==> src/rtl/pexp_pkg.sv <==
package pexp_pkg;
    localparam int unsigned BYTE_W = 8;
    localparam int unsigned SEL_W  = 2;

    typedef enum logic [SEL_W-1:0] {
        SEL_IN  = 2'd0,
        SEL_OUT = 2'd1,
        SEL_POL = 2'd2,
        SEL_DIR = 2'd3
    } reg_sel_e;

    typedef enum logic {
        ST_AWAIT_PTR = 1'b0,
        ST_STREAM    = 1'b1
    } seq_state_e;

    typedef struct packed {
        logic              we;
        reg_sel_e          sel;
        logic [BYTE_W-1:0] data;
    } reg_wr_t;
endpackage

==> src/rtl/pexp_seq.sv <==
module pexp_seq
    import pexp_pkg::*;
(
    input  logic              clk,
    input  logic              rst_n,
    input  logic              xact_start,
    input  logic              wr_stb,
    input  logic [BYTE_W-1:0] wr_data,
    output reg_sel_e          ptr_o,
    output logic              data_phase_o,
    output reg_wr_t           wr_o
);
    seq_state_e state_q, state_d;
    reg_sel_e   ptr_q, ptr_d;

    // next-state and pointer capture
    always_comb begin
        state_d = state_q;
        ptr_d   = ptr_q;
        if (xact_start) begin
            if (wr_stb) begin
                ptr_d   = reg_sel_e'(wr_data[SEL_W-1:0]);
                state_d = ST_STREAM;
            end else begin
                state_d = ST_AWAIT_PTR;
            end
        end else begin
            unique case (state_q)
                ST_AWAIT_PTR: begin
                    if (wr_stb) begin
                        ptr_d   = reg_sel_e'(wr_data[SEL_W-1:0]);
                        state_d = ST_STREAM;
                    end
                end
                ST_STREAM: state_d = ST_STREAM;
                default:   state_d = ST_AWAIT_PTR;
            endcase
        end
    end

    // state register
    always_ff @(posedge clk) begin
        if (!rst_n) begin
            state_q <= ST_AWAIT_PTR;
            ptr_q   <= SEL_IN;
        end else begin
            state_q <= state_d;
            ptr_q   <= ptr_d;
        end
    end

    // outputs
    always_comb begin
        wr_o.we      = wr_stb && !xact_start && (state_q == ST_STREAM);
        wr_o.sel     = ptr_q;
        wr_o.data    = wr_data;
        ptr_o        = ptr_q;
        data_phase_o = (state_q == ST_STREAM);
    end
endmodule

==> src/rtl/pexp_pins.sv <==
module pexp_pins #(
    parameter int unsigned NPINS = 8
) (
    input  logic             clk,
    input  logic             rst_n,
    input  logic [NPINS-1:0] out_i,
    input  logic [NPINS-1:0] dir_i,
    input  logic [NPINS-1:0] ext_pd_i,
    output logic [NPINS-1:0] in_o
);
    logic [NPINS-1:0] resolved;
    logic [NPINS-1:0] in_q;

    for (genvar g = 0; g < NPINS; g++) begin : g_pin
        // released pins are pulled up unless held low from outside
        assign resolved[g] = (out_i[g] | dir_i[g]) ? ~ext_pd_i[g] : 1'b0;
    end

    always_ff @(posedge clk) begin
        if (!rst_n) in_q <= '1;
        else        in_q <= resolved;
    end

    assign in_o = in_q;
endmodule

==> src/rtl/pexp_regs.sv <==
module pexp_regs
    import pexp_pkg::*;
(
    input  logic              clk,
    input  logic              rst_n,
    input  reg_wr_t           wr_i,
    input  logic              rd_stb,
    input  reg_sel_e          rd_sel,
    input  logic [BYTE_W-1:0] in_i,
    output logic [BYTE_W-1:0] out_o,
    output logic [BYTE_W-1:0] pol_o,
    output logic [BYTE_W-1:0] dir_o,
    output logic [BYTE_W-1:0] rd_data_o
);
    logic [BYTE_W-1:0] out_q, pol_q, dir_q, rd_q, rd_mux;

    always_ff @(posedge clk) begin
        if (!rst_n) begin
            out_q <= '1;
            pol_q <= '0;
            dir_q <= '1;
        end else if (wr_i.we) begin
            unique case (wr_i.sel)
                SEL_OUT: out_q <= wr_i.data;
                SEL_POL: pol_q <= wr_i.data;
                SEL_DIR: dir_q <= wr_i.data;
                SEL_IN:  ;
                default: ;
            endcase
        end
    end

    always_comb begin
        unique case (rd_sel)
            SEL_IN:  rd_mux = in_i ^ pol_q;
            SEL_OUT: rd_mux = out_q;
            SEL_POL: rd_mux = pol_q;
            SEL_DIR: rd_mux = dir_q;
            default: rd_mux = '1;
        endcase
    end

    always_ff @(posedge clk) begin
        if (!rst_n)      rd_q <= '0;
        else if (rd_stb) rd_q <= rd_mux;
    end

    assign out_o     = out_q;
    assign pol_o     = pol_q;
    assign dir_o     = dir_q;
    assign rd_data_o = rd_q;
endmodule

==> src/rtl/pexp_core.sv <==
module pexp_core
    import pexp_pkg::*;
(
    input  logic              clk,
    input  logic              rst_n,
    input  logic              xact_start_i,
    input  logic              wr_stb_i,
    input  logic [BYTE_W-1:0] wr_data_i,
    input  logic              rd_stb_i,
    output logic [BYTE_W-1:0] rd_data_o,
    input  logic [BYTE_W-1:0] ext_pulldown_i,
    output logic [BYTE_W-1:0] pin_level_o
);
    reg_sel_e          ptr_w;
    logic              data_phase_w;
    reg_wr_t           wr_w;
    logic [BYTE_W-1:0] out_w, pol_w, dir_w, in_w;

    pexp_seq u_seq (
        .clk          (clk),
        .rst_n        (rst_n),
        .xact_start   (xact_start_i),
        .wr_stb       (wr_stb_i),
        .wr_data      (wr_data_i),
        .ptr_o        (ptr_w),
        .data_phase_o (data_phase_w),
        .wr_o         (wr_w)
    );

    pexp_regs u_regs (
        .clk       (clk),
        .rst_n     (rst_n),
        .wr_i      (wr_w),
        .rd_stb    (rd_stb_i),
        .rd_sel    (ptr_w),
        .in_i      (in_w),
        .out_o     (out_w),
        .pol_o     (pol_w),
        .dir_o     (dir_w),
        .rd_data_o (rd_data_o)
    );

    pexp_pins #(.NPINS(BYTE_W)) u_pins (
        .clk      (clk),
        .rst_n    (rst_n),
        .out_i    (out_w),
        .dir_i    (dir_w),
        .ext_pd_i (ext_pulldown_i),
        .in_o     (in_w)
    );

    assign pin_level_o = in_w;
endmodule

==> config.mk <==
export PLATFORM = sky130hd
export DESIGN_NAME = pexp_core
export DESIGN_NICKNAME = d
export VERILOG_FILES = /design/src/rtl/pexp_pkg.sv /design/src/rtl/pexp_seq.sv /design/src/rtl/pexp_pins.sv /design/src/rtl/pexp_regs.sv /design/src/rtl/pexp_core.sv
export SDC_FILE = /design/constraint.sdc
export NUM_CORES = 1
export LEC_CHECK = 0
export ABC_AREA = 1
export BUFFER_PORTS_ARGS = -buffer_cell sky130_fd_sc_hd__buf_2
export CORE_UTILIZATION = 61
export CTS_BUF_LIST = sky130_fd_sc_hd__clkbuf_8
export DETAILED_ROUTE_END_ITERATION = 16
export PLACE_DENSITY_LB_ADDON = 0.25
export RECOVER_POWER = 100
export SLEW_MARGIN = 20
export SYNTH_ARGS = -nofsm -noshare
export SYNTH_HDL_FRONTEND = slang
export SYNTH_SLANG_ARGS = --single-unit
==> constraint.sdc <==
create_clock -name clk -period 2.5 [get_ports clk]
set_clock_uncertainty 0.2 [all_clocks]
set_input_delay 0.75 -clock clk [delete_from_list [all_inputs] [get_ports clk]]
set_output_delay 0.75 -clock clk [all_outputs]
set_load 0.1 [all_outputs]
==> flow_summary.toml <==
[drt]
finalWirelength_um = 4530
via_per_inst = 5.18
vias = 1946
route.detailed.drc = 0
drt_first_iter_violations = 152
firstDrtPassIters = 5
ant_nets = 0
wire_per_inst_um = 12.1

[global_routing]
busiest_layer = "met2"
antenna_found_initial = 0
use_met3 = 0.0480
grt_max_degree = 29
grt_pass1_wl_um = 7750
gr-total-overflow = 0
grt.total_usage = 0.296
grt_pass1_vias = 1725
met2_usage = 0.481
grt_use_met1 = 0.398

[sta]
fin_crit_ns = 2.09
finalCritPeriodShare = 0.836
max_slew.worst_pin.slew_ns = 0.710
maxSlewViolCount = 0
final-hold-violation-count = 0
setup_slack_ns = 0.410
setup_viol = 0
timing.setup.tns_ns = 0
rsz0062_at_grt = "no"
slew_headroom = 0.525
fmax_mhz = 478

[logic_synthesis]
synth.cell_area_mm2 = 0.00198
netlist_instances = 295
synth_seq_cells = 43
synth_edf_count = 0
ys_seq_area_frac = 0.434
yosys.area.top_type = "dfxtp_1"
synth_nets = 316
syn_area_per_cell_um2 = 6.72
synthFlopType = "dfxtp_1"
synthDistinctLibCells = 19
synthDominantCellAreaShare = 0.434
netlist_top_cells_count = "74 x nand2_1, 60 x nor2_1, 45 x nand3_1"
synthArstFlopShare = 0
synth.area.top_cells = "dfxtp_1 43%, nand2_1 14%, nand3_1 11%"
yosys_warnings = 0
synth.most_common_cell = "nand2_1"

[cts]
clock-root-buffer = "clkbuf_8"
clk_path_buf_depth = 2
clk_latency_ns = 0.30
cts_setup_buffers = 0
clock_sinks = 43
tritoncts = "done"
holdBufCountCts = 0
cts_buffers = 5
cts_resized = 0
clkTransAtPathRegs_ns = 0.08
h-tree-depth = 2

[die]
initial_core_util = 0.644
rows = 20
die_x_um = 59
die_h_um = 59
die_area_mm2 = 0.00348
core_mm2 = 0.00308
io_pins = 37

[place]
portBuffers = 36
hpwl_um = 3280
place_inst = 368
pre_cts_ws_ns = 0.429
gp_congestion = 0.851

[finish]
drive_above_1_share = 0.157
nNetsFinal = 352
instances_no_fill = 376
area_growth_syn_to_layout_pct = 15.2
seqCellArea_um2 = 861
nFillCells = 265
multiInputGateArea_um2 = 900
diodes = 0

[job]
cap_violations = 0

[worst_setup_path]
worstPathMaxFanout = 3
slowest_stage = "clkbuf_2"
worst_ep_arrival_time_ns = 1.14
cp-start-kind = "flip-flop"
crit_chain = "clkbuf_2"
worst-r2r-setup-slack_ns = 0.47
cp_data_required_time_ns = 1.55
cpLargestDelayFamily = "buffers and inverters"
crit_type = "reg -> out"
critPathMaxStageDelay_ns = 0.47
crit_buf_inv = 1
cp-end-kind = "primary output"

[run_status]
status = "completed"

[power_and_ir_drop]
powerDensity_mw_per_mm2 = 731
max-vdd-ir-drop_mv = 0.538
p_leak_nw = 1.17

[hold_path]
hold_path.class = "reg -> reg"
cell type report:
cell class	instances	area share
sequential	43	0.377
clock buffer	5	0.0302
multi-input combinational	209	0.394
tap	44	0.0241
inverter	32	0.0559
clock inverter	3	0.0280
timing repair buffer	40	0.0905
worst paths after layout:
kind / to / from / cells after the start
worst max-delay path: pin_level_o[1] / u_pins.in_o[1] / 1
worst min-delay path: u_regs.dir_o[5] / u_regs.dir_o[5] / 2
worst max register to register: u_regs.rd_data_o[7] / u_seq.ptr_o[0] / 7
worst min register to register: u_regs.dir_o[5] / u_regs.dir_o[5] / 2
through the flow:
stage / instance area [um^2] / hold slack [ns] / utilization / total power [W]
final: 2280 / 0.288 / 0.741 / 0.00167
after global routing: 2280 / 0.306 / 0.741 / 0.00174
after CTS: 2310 / 0.290 / 0.752 / 0.00168
after detailed placement: 2180 / 0.275 / 0.709 / 0.00105
after global placement: 2180 / 0.267 / 0.709 / 0.00105
after floorplan: 1980 / 0.251 / - / 0.000998
cells by family after synthesis:
family	count (synthesis)	share of synthesized area
AOI/OAI and AO/OA	25	0.0631
buffers and inverters	43	0.0979
DFF	43	0.434
and+or+nand+nor	184	0.405
sequential cells by signal, summed over array words and instances, names as in the netlist:
signal              count
u_pins.in_o             8
u_regs.dir_o            8
u_regs.out_o            8
u_regs.pol_o            8
u_regs.rd_data_o        8
u_seq.data_phase_o      1
u_seq.ptr_o             2
cell usage in the layout (no fill, tap or decap):
master | Yosys | final
buf_2 | 1 | 20
inv_4 | 1 | 1
inv_2 | 2 | 1
nor3_4 | 2 | 1
inv_6 | 1 | 1
clkbuf_8 | 0 | 5
inv_1 | 28 | 30
buf_4 | 2 | 3
nand2_1 | 74 | 74
nor3_2 | 0 | 1
dfxtp_1 | 43 | 43
clkbuf_1 | 5 | 1
o21ai_0 | 21 | 21
bufinv_16 | 0 | 2
nor2_4 | 1 | 1
nor2_1 | 60 | 61
a21oi_1 | 4 | 4
nand3_1 | 45 | 46
clkbuf_2 | 1 | 16
layer usage:
layer / vias to the layer above / part of all wire
met4: 0 / 0.013
met5: - / 0
met3: 7 / 0.063
li1: 996 / -
met2: 71 / 0.46
met1: 872 / 0.46
where the power goes:
group	internal [W]	switching (W)	leakage, nW	total, W
logic	0.0000648	0.000235	0.750	0.000300
registers	0.000711	0.0000220	0.352	0.000733
clock network	0.000395	0.000241	0.0695	0.000636
total	0.00117	0.000498	1.17	0.00167
Note: power is estimated with default switching activity, not from simulation.
